$ cat config.mk
export PLATFORM = sky130hd
export DESIGN_NAME = aes_rkey_gen
export DESIGN_NICKNAME = d
export VERILOG_FILES = /design/src/rtl/aes_rkey_pkg.sv /design/src/rtl/aes_rkey_sbox.sv /design/src/rtl/aes_rkey_xform.sv /design/src/rtl/aes_rkey_store.sv /design/src/rtl/aes_rkey_gen.sv
export SDC_FILE = /design/constraint.sdc
export NUM_CORES = 2
export LEC_CHECK = 0
export BUFFER_PORTS_ARGS = -buffer_cell sky130_fd_sc_hd__buf_2
export CAP_MARGIN = 25
export CORE_MARGIN = 1.5
export CORE_UTILIZATION = 65
export CTS_CLUSTER_SIZE = 8
export DETAILED_ROUTE_END_ITERATION = 16
export PLACE_DENSITY = 0.8
export SETUP_SLACK_MARGIN = 0.1
export SYNTH_ARGS = -nofsm -noshare
export SYNTH_HDL_FRONTEND = slang
export SYNTH_SLANG_ARGS = --single-unit
export TNS_END_PERCENT = 50
$ cat constraint.sdc
create_clock -name clk -period 2.62 [get_ports clk]
set_input_delay 0 -clock clk [delete_from_list [all_inputs] [get_ports clk]]
set_output_delay 0 -clock clk [all_outputs]
set_load 0.05 [all_outputs]
$ cat src/rtl/aes_rkey_pkg.sv
package aes_rkey_pkg;
  localparam int WORD_W    = 32;
  localparam int PAIR_W    = 2 * WORD_W;
  localparam int CHAIN_LEN = 8;
  localparam int MAX_PAIRS = 30;
  localparam int PTR_W     = $clog2(MAX_PAIRS + 1);
  localparam int IDX_W     = 4;

  typedef logic [WORD_W-1:0] word_t;

  typedef enum logic [1:0] {
    ST_IDLE   = 2'd0,
    ST_LOAD   = 2'd1,
    ST_EXPAND = 2'd2,
    ST_DONE   = 2'd3
  } kst_e;

  function automatic logic [3:0] nk_of(input logic [1:0] sz);
    case (sz)
      2'd1:    nk_of = 4'd6;
      2'd2:    nk_of = 4'd8;
      default: nk_of = 4'd4;
    endcase
  endfunction

  function automatic logic [3:0] nr_of(input logic [1:0] sz);
    nr_of = nk_of(sz) + 4'd6;
  endfunction

  function automatic logic [PTR_W-1:0] pairs_of(input logic [1:0] sz);
    pairs_of = PTR_W'({1'b0, nr_of(sz)} + 5'd1) << 1;
  endfunction

  function automatic logic [7:0] xtime(input logic [7:0] b);
    xtime = {b[6:0], 1'b0} ^ (b[7] ? 8'h1b : 8'h00);
  endfunction
endpackage

$ cat src/rtl/aes_rkey_sbox.sv
module aes_rkey_sbox (
  input  logic [7:0] a_i,
  output logic [7:0] s_o
);
  function automatic logic [7:0] gmul(input logic [7:0] x, input logic [7:0] y);
    logic [7:0] acc;
    logic [7:0] t;
    acc = 8'h00;
    t   = x;
    for (int k = 0; k < 8; k++) begin
      if (y[k]) acc = acc ^ t;
      t = {t[6:0], 1'b0} ^ (t[7] ? 8'h1b : 8'h00);
    end
    return acc;
  endfunction

  logic [7:0] inv;

  // multiplicative inverse as a^254 by square-and-multiply
  always_comb begin
    logic [7:0] base;
    logic [7:0] r;
    base = a_i;
    r    = 8'h01;
    for (int k = 0; k < 8; k++) begin
      if (k != 0) r = gmul(r, base);
      base = gmul(base, base);
    end
    inv = r;
  end

  assign s_o = inv ^ {inv[6:0], inv[7]} ^ {inv[5:0], inv[7:6]}
             ^ {inv[4:0], inv[7:5]} ^ {inv[3:0], inv[7:4]} ^ 8'h63;
endmodule

$ cat src/rtl/aes_rkey_xform.sv
module aes_rkey_xform
  import aes_rkey_pkg::*;
(
  input  word_t      prev_i,
  input  logic       rot_en_i,
  input  logic [7:0] rcon_i,
  output word_t      out_o
);
  localparam int NBYTES = WORD_W / 8;

  word_t      rotated;
  word_t      subbed;
  logic [7:0] rcon_eff;

  assign rotated  = rot_en_i ? {prev_i[WORD_W-9:0], prev_i[WORD_W-1 -: 8]} : prev_i;
  assign rcon_eff = rot_en_i ? rcon_i : 8'h00;

  for (genvar b = 0; b < NBYTES; b++) begin : g_sub
    aes_rkey_sbox u_sbox (
      .a_i (rotated[8*b +: 8]),
      .s_o (subbed[8*b +: 8])
    );
  end

  assign out_o = subbed ^ {rcon_eff, {(WORD_W-8){1'b0}}};
endmodule

$ cat src/rtl/aes_rkey_store.sv
module aes_rkey_store #(
  parameter int DEPTH  = 30,
  parameter int PAIR_W = 64,
  parameter int PTR_W  = 5,
  parameter int IDX_W  = 4
) (
  input  logic                clk,
  input  logic                we_i,
  input  logic [PTR_W-1:0]    waddr_i,
  input  logic [PAIR_W-1:0]   wdata_i,
  input  logic [IDX_W-1:0]    ridx_i,
  output logic [2*PAIR_W-1:0] rdata_o
);
  localparam int RA_W = IDX_W + 1;

  logic [PAIR_W-1:0] mem_q [DEPTH];
  logic [RA_W-1:0]   ra0;
  logic [RA_W-1:0]   ra1;

  always_ff @(posedge clk) begin
    if (we_i) mem_q[waddr_i] <= wdata_i;
  end

  assign ra0 = {ridx_i, 1'b0};
  assign ra1 = {ridx_i, 1'b1};

  always_comb begin
    rdata_o = '0;
    if (int'(ra1) < DEPTH) rdata_o = {mem_q[ra0], mem_q[ra1]};
  end
endmodule

$ cat src/rtl/aes_rkey_gen.sv
module aes_rkey_gen
  import aes_rkey_pkg::*;
(
  input  logic                  clk,
  input  logic                  rst_n,
  input  logic                  start_i,
  input  logic [1:0]            key_size_i,
  input  logic                  key_valid_i,
  input  logic [PAIR_W-1:0]     key_data_i,
  input  logic [IDX_W-1:0]      rd_idx_i,
  output logic [2*PAIR_W-1:0]   rd_key_o,
  output logic                  ready_o
);
  // reset: asynchronous assert, synchronous release
  logic rst_meta_q, rst_s_n;
  always_ff @(posedge clk or negedge rst_n) begin
    if (!rst_n) begin
      rst_meta_q <= 1'b0;
      rst_s_n    <= 1'b0;
    end else begin
      rst_meta_q <= 1'b1;
      rst_s_n    <= rst_meta_q;
    end
  end

  kst_e             st_q, st_d;
  logic [1:0]       sz_q, sz_d;
  logic [PTR_W-1:0] ptr_q, ptr_d;
  logic [3:0]       pos_q, pos_d;
  logic [7:0]       rcon_q, rcon_d;
  logic             ready_q, ready_d;
  word_t            chain_q [CHAIN_LEN];

  logic [3:0]       nk_w, nr_w, half_nk;
  logic [PTR_W-1:0] pairs_w;
  logic             chain_en, we;
  logic [PAIR_W-1:0] push;
  word_t            tap_a, tap_b, xf_out, fa, wa, wb;
  logic             rot_en, sub_only;

  assign nk_w    = nk_of(sz_q);
  assign nr_w    = nr_of(sz_q);
  assign pairs_w = pairs_of(sz_q);
  assign half_nk = nk_w >> 1;

  // taps one key length back, picked by size
  always_comb begin
    case (sz_q)
      2'd1:    begin tap_a = chain_q[5]; tap_b = chain_q[4]; end
      2'd2:    begin tap_a = chain_q[7]; tap_b = chain_q[6]; end
      default: begin tap_a = chain_q[3]; tap_b = chain_q[2]; end
    endcase
  end

  assign rot_en   = (pos_q == 4'd0);
  assign sub_only = (sz_q == 2'd2) && (pos_q == 4'd4);

  aes_rkey_xform u_xform (
    .prev_i   (chain_q[0]),
    .rot_en_i (rot_en),
    .rcon_i   (rcon_q),
    .out_o    (xf_out)
  );

  assign fa = (rot_en || sub_only) ? xf_out : chain_q[0];
  assign wa = tap_a ^ fa;
  assign wb = tap_b ^ wa;

  // next state
  always_comb begin
    st_d     = st_q;
    sz_d     = sz_q;
    ptr_d    = ptr_q;
    pos_d    = pos_q;
    rcon_d   = rcon_q;
    ready_d  = ready_q;
    chain_en = 1'b0;
    we       = 1'b0;
    push     = {wa, wb};
    if (start_i) begin
      st_d    = ST_LOAD;
      sz_d    = (key_size_i == 2'd3) ? 2'd0 : key_size_i;
      ptr_d   = '0;
      ready_d = 1'b0;
    end else begin
      case (st_q)
        ST_LOAD: begin
          if (key_valid_i) begin
            chain_en = 1'b1;
            we       = 1'b1;
            push     = key_data_i;
            ptr_d    = ptr_q + 1'b1;
            if (ptr_q == PTR_W'(half_nk - 4'd1)) begin
              st_d   = ST_EXPAND;
              pos_d  = 4'd0;
              rcon_d = 8'h01;
            end
          end
        end
        ST_EXPAND: begin
          chain_en = 1'b1;
          we       = 1'b1;
          ptr_d    = ptr_q + 1'b1;
          pos_d    = ((pos_q + 4'd2) == nk_w) ? 4'd0 : pos_q + 4'd2;
          if (rot_en) rcon_d = xtime(rcon_q);
          if (ptr_q == pairs_w - 1'b1) begin
            st_d    = ST_DONE;
            ready_d = 1'b1;
          end
        end
        default: ;
      endcase
    end
  end

  // control registers
  always_ff @(posedge clk or negedge rst_s_n) begin
    if (!rst_s_n) begin
      st_q    <= ST_IDLE;
      sz_q    <= 2'd0;
      ptr_q   <= '0;
      pos_q   <= 4'd0;
      rcon_q  <= 8'h01;
      ready_q <= 1'b0;
    end else begin
      st_q    <= st_d;
      sz_q    <= sz_d;
      ptr_q   <= ptr_d;
      pos_q   <= pos_d;
      rcon_q  <= rcon_d;
      ready_q <= ready_d;
    end
  end

  // word chain: newest word at index 0
  always_ff @(posedge clk) begin
    if (chain_en) begin
      chain_q[0] <= push[WORD_W-1:0];
      chain_q[1] <= push[PAIR_W-1:WORD_W];
      for (int k = 2; k < CHAIN_LEN; k++) chain_q[k] <= chain_q[k-2];
    end
  end

  logic [2*PAIR_W-1:0] store_rd;

  aes_rkey_store #(
    .DEPTH  (MAX_PAIRS),
    .PAIR_W (PAIR_W),
    .PTR_W  (PTR_W),
    .IDX_W  (IDX_W)
  ) u_store (
    .clk     (clk),
    .we_i    (we),
    .waddr_i (ptr_q),
    .wdata_i (push),
    .ridx_i  (rd_idx_i),
    .rdata_o (store_rd)
  );

  assign rd_key_o = (rd_idx_i > nr_w) ? '0 : store_rd;
  assign ready_o  = ready_q;
endmodule

==> impl_metrics.csv, run 1 <==
group,metric,value,unit
run_status,status,"aborted with a tool error",
run_status,haltStage,"clock tree synthesis (4_1_cts)",
run_status,tool.error,"[ERROR DPL-0033] detailed placement checks failed during check placement.",
cts,postCtsHoldBufs,67,
yosys,synth_top_area_frac,0.451,
yosys,yosysWarnings,0,
floorplan,placementRows,173,
placement,gp_congestion,0.963,
yosys,synth_top_cell_by_area,"edfxtp_1",
cts,cts_inserted_buffers,325,
yosys,synth_fa_ha_area_frac,0.00313,
yosys,synth_most_common_cell,"edfxtp_1",
cts,post_cts_buffers,162,
placement,portBuffers,202,
yosys,synth_compound_area_frac,0.0923,
yosys,synth_cell_types,128,
yosys,synth_edf_count,2176,
placement,dp_worst_setup_slack,-15.22,ns
floorplan,chipHeight,475,um
yosys,seq_area_frac_synth,0.455,
yosys,netlist_top_cells_count,"edfxtp_1, xnor2_1, nor2_1",
yosys,syn_avg_cell_area,12.0,um^2
yosys,ys_seq_elements,2199,
floorplan,initial_core_util,0.652,
yosys,syn_area,0.145,mm^2
cts,cts.sinks,2199,
cts,root_buffer,"clkbuf_16",
yosys,synth_top_family_by_area,"XOR/XNOR gates",
yosys,synth.area.mux_share,0.110,
cts,htreeDepth,5,
floorplan,die_w,475,um
yosys,synthArstFlopShare,0.0105,
yosys,syn_nets,12100,
yosys,ys.flop_type,"edfxtp_1",
placement,post-dp-hpwl,429,mm
floorplan,io_pins,203,
yosys,syn_inst,12000,
yosys,synth_xor_area_frac,0.209,
yosys,synth-simple-area-share,0.103,
cts,clk_path_buf_depth,4,
cts,postCtsResizedCells,531,
yosys,yosys-top-cells-area,"edfxtp_1, xnor2_1, mux4_2",
through the flow:
stage	instances	cell area [um^2]	hold slack, ns
after floorplan	12000	147000	-0.296
after global placement	17400	173000	-0.196
after detailed placement	17400	173000	-0.193
kinds of logic after synthesis:
family / Yosys count
multiplexers: 946
XOR/XNOR: 2568
AO/OA/AOI/OAI: 2060
AND/OR/NAND/NOR: 3300
other: 1
adder cells (fa/ha/maj): 37
flip-flops: 2199
buffers and inverters: 904
==> run 2: changes to the inputs <==
--- a/config.mk
+++ b/config.mk
@@ -8,11 +8,9 @@
 export BUFFER_PORTS_ARGS = -buffer_cell sky130_fd_sc_hd__buf_2
 export CAP_MARGIN = 25
 export CORE_MARGIN = 1.5
-export CORE_UTILIZATION = 65
-export CTS_CLUSTER_SIZE = 8
+export CORE_UTILIZATION = 40
 export DETAILED_ROUTE_END_ITERATION = 16
-export PLACE_DENSITY = 0.8
-export SETUP_SLACK_MARGIN = 0.1
+export PLACE_DENSITY_LB_ADDON = 0.15
 export SYNTH_ARGS = -nofsm -noshare
 export SYNTH_HDL_FRONTEND = slang
 export SYNTH_SLANG_ARGS = --single-unit
==> run 2 against run 1 <==
Compared with the run above:
- the flow now finishes, with violations (negative setup slack)
- area after synthesis is the same
- synthesized cell count is the same
==> impl_metrics.csv, run 2 <==
group,metric,value,unit
yosys,synth_edf_count,2176,
setup_path,r2r-start,"pos_q[1]$_DFFE_PN0P_",
cts,htreeDepth,4,
route,firstDrtPassIters,6,
cts,cts_tree,"built",
worst_hold_path,whs_endpoint,"u_store.mem_q[10][56]$_DFFE_PP_",
sta,worst-slew-pin-transition,1.16,ns
yosys,seq_area_frac_synth,0.455,
route,ant_nets,0,
floorplan,die_w,605,um
yosys,yosys-top-cells-area,"edfxtp_1, xnor2_1, mux4_2",
setup_path,crit_type,"flip-flop to flip-flop",
cts,insertion_delay,0.89,ns
sta,relSlewSlack,0.226,
sta,hold_viol,0,
worst_hold_path,hold_class,"input pin to flip-flop",
setup_path,cp_max_fo,31,
yosys,ys.flop_type,"edfxtp_1",
cells_and_area,largestRegisters,"u_store.mem_q (1920), chain_q (256), rcon_q (8)",
yosys,syn_nets,12100,
setup_path,reg2regPathDepth,69,
sta,setup_tns,-24848.40,ns
yosys,yosysWarnings,0,
setup_path,worstPathRequired,3.22,ns
yosys,syn_area,0.145,mm^2
setup_path,cp.arrival,15.83,ns
cells_and_area,layout_common_cells,"buf_4, edfxtp_1, xnor2_1, nor2_1, nand2_1",
route,routed-via-count,110000,
yosys,synth_most_common_cell,"edfxtp_1",
cells_and_area,nets,15100,
cells_and_area,top_register,"u_store.mem_q",
setup_path,r2r_end,"u_store.mem_q[8][2]$_DFFE_PP_",
yosys,netlist_top_cells_count,"edfxtp_1, xnor2_1, nor2_1",
yosys,syn_inst,12000,
floorplan,core,0.359,mm^2
setup_path,cp_common_cell,"buf_4",
global_routing,grt_max_degree,152,
route,drt_iter0_drc,10300,
sta,post-route-min-period,15.23,ns
setup_path,start_kind,"flip-flop",
cts,clk_path_buf_depth,3,
floorplan,placementRows,220,
cts,cts.sinks,2199,
sta,slew_violations,0,
yosys,ys_seq_elements,2199,
setup_path,rrSetupSlack,-12.61,ns
floorplan,die_area,0.365,mm^2
route,via_per_inst,5.50,
global_routing,grt-ovfl-total,0,
setup_path,crit_family,"XOR/XNOR gates",
floorplan,chipHeight,605,um
route,routed_wl,486,mm
run_status,status,"finished, violations left",
cts,path_clk_slew,0.06,ns
cts,cts_inserted_buffers,222,
setup_path,max_stage_delay,0.55,ns
cells_and_area,largest_reg_flops,1920,
cells_and_area,syn_to_final_growth,31.7,%
placement,post-dp-hpwl,336,mm
global_routing,grt_pass1_wl,716,mm
sta,rsz0062_at_grt,"yes",
sta,fin_ws,-12.61,ns
setup_path,crit_slowest_cell,"or4b_4",
placement,gp_congestion,0.918,
sta,finalSetupViolCount,2729,
sta,final.setup_skew,0.0660,ns
global_routing,grt_pass1_vias,109000,
worst_hold_path,hold_path_depth,4,
yosys,synth_top_cell_by_area,"edfxtp_1",
cells_and_area,drive_gt1_frac,0.356,
worst_hold_path,min_from,"key_data_i[56]",
cells_and_area,final_common_cell,"buf_4",
floorplan,initial_core_util,0.403,
setup_path,cp_num_cells,69,
setup_path,path_buf_inv,19,
yosys,synth_cell_types,128,
job,max_cap_viol_count,0,
yosys,synth_top_area_frac,0.451,
yosys,syn_avg_cell_area,12.0,um^2
global_routing,track_usage,0.259,
yosys,synthArstFlopShare,0.0105,
route,wl_per_cell,24.3,um
global_routing,antenna_found_initial,36,
run_status,violations,"negative setup slack",
sta,fmax,65.7,MHz
sta,finalCritPeriodShare,5.81,
cts,root_buffer,"clkbuf_16",
setup_path,end_kind,"flip-flop",
placement,portBuffers,202,
route,drcViolationCount,0,
floorplan,io_pins,203,
==> run 2: cell counts after synthesis <==
Identical to the previous run, type by type.
==> run 2: routing by layer <==
metal	global-route usage	share of wire	vias to the layer above
met5	0	0	-
met4	0.0706	0.028	0
met3	0.0215	0.051	530
met2	0.439	0.49	3522
met1	0.357	0.43	55600
li1	-	-	50500
==> run 2: kinds of logic (layout without fill, tap and decap cells) <==
logic type               Yosys count  count (layout)  synth area share
AO/OA/AOI/OAI                   2060            2080            0.0923
AND/OR/NAND/NOR                 3300            3301             0.103
other                              1              27         0.0000259
XOR/XNOR                        2568            2569             0.209
flip-flops                      2199            2199             0.455
multiplexers                     946             946             0.110
buffers and inverters            904            4085            0.0271
adder cells (fa/ha/maj)           37              37           0.00313
==> run 2: metrics by stage <==
stage	hold WS (ns)	cells	setup WS, ns	util	instance area [um^2]
6_report	0.0833	20000	-12.61	0.530	191000
5_1_grt	0.00951	20000	-13.29	0.530	191000
4_1_cts	0.0150	19900	-12.79	0.523	188000
3_5_place_dp	-0.140	19200	-13.67	0.491	177000
3_3_place_gp	-0.143	19200	-13.51	0.491	177000
2_1_floorplan	-0.296	12000	-12.47	-	147000
==> run 2: area by class of cell <==
class	count	area, um^2
antenna	26	65.1
clock buffer	265	5740
clock inverter	140	1330
fill	30900	169000
inverter	98	380
multi-input combinational	8934	80600
sequential	2199	65900
tap	4773	5970
timing repair buffer	3582	30700
==> run 2: timing repair <==
action	in CTS	in global routing
hold buffers	66	3
gates cloned	22	4
pin swaps	188	191
endpoints found under the setup margin	2663	3246
hold endpoints to repair	1590	54
buffers inserted	153	110
gates resized for setup	303	258
==> run 2: tightest hold or removal path: cells and delay by family <==
family / cells / cell delay [ns]
AOI/OAI and AO/OA: 1 / 0.17
buffers and inverters: 2 / 0.33
and+or+nand+nor: 1 / 0.33
==> run 2: worst max-delay path by stage <==
stage,from,slack [ns],endpoint
after floorplan,pos_q[1]$_DFFE_PN0P_,-12.47,chain_q[0][26]$_DFFE_PP_
after global placement,pos_q[1]$_DFFE_PN0P_,-13.51,u_store.mem_q[1][12]$_DFFE_PP_
after detailed placement,pos_q[1]$_DFFE_PN0P_,-13.67,u_store.mem_q[2][25]$_DFFE_PP_
after CTS,pos_q[3]$_DFFE_PN0P_,-12.79,u_store.mem_q[14][11]$_DFFE_PP_
after global routing,pos_q[1]$_DFFE_PN0P_,-13.29,u_store.mem_q[27][2]$_DFFE_PP_
final,pos_q[1]$_DFFE_PN0P_,-12.61,u_store.mem_q[8][2]$_DFFE_PP_
Power of run 2 is left out: the tool's default activity adds up to more than one toggle a clock period on the data nets, which glitch-free logic cannot reach.
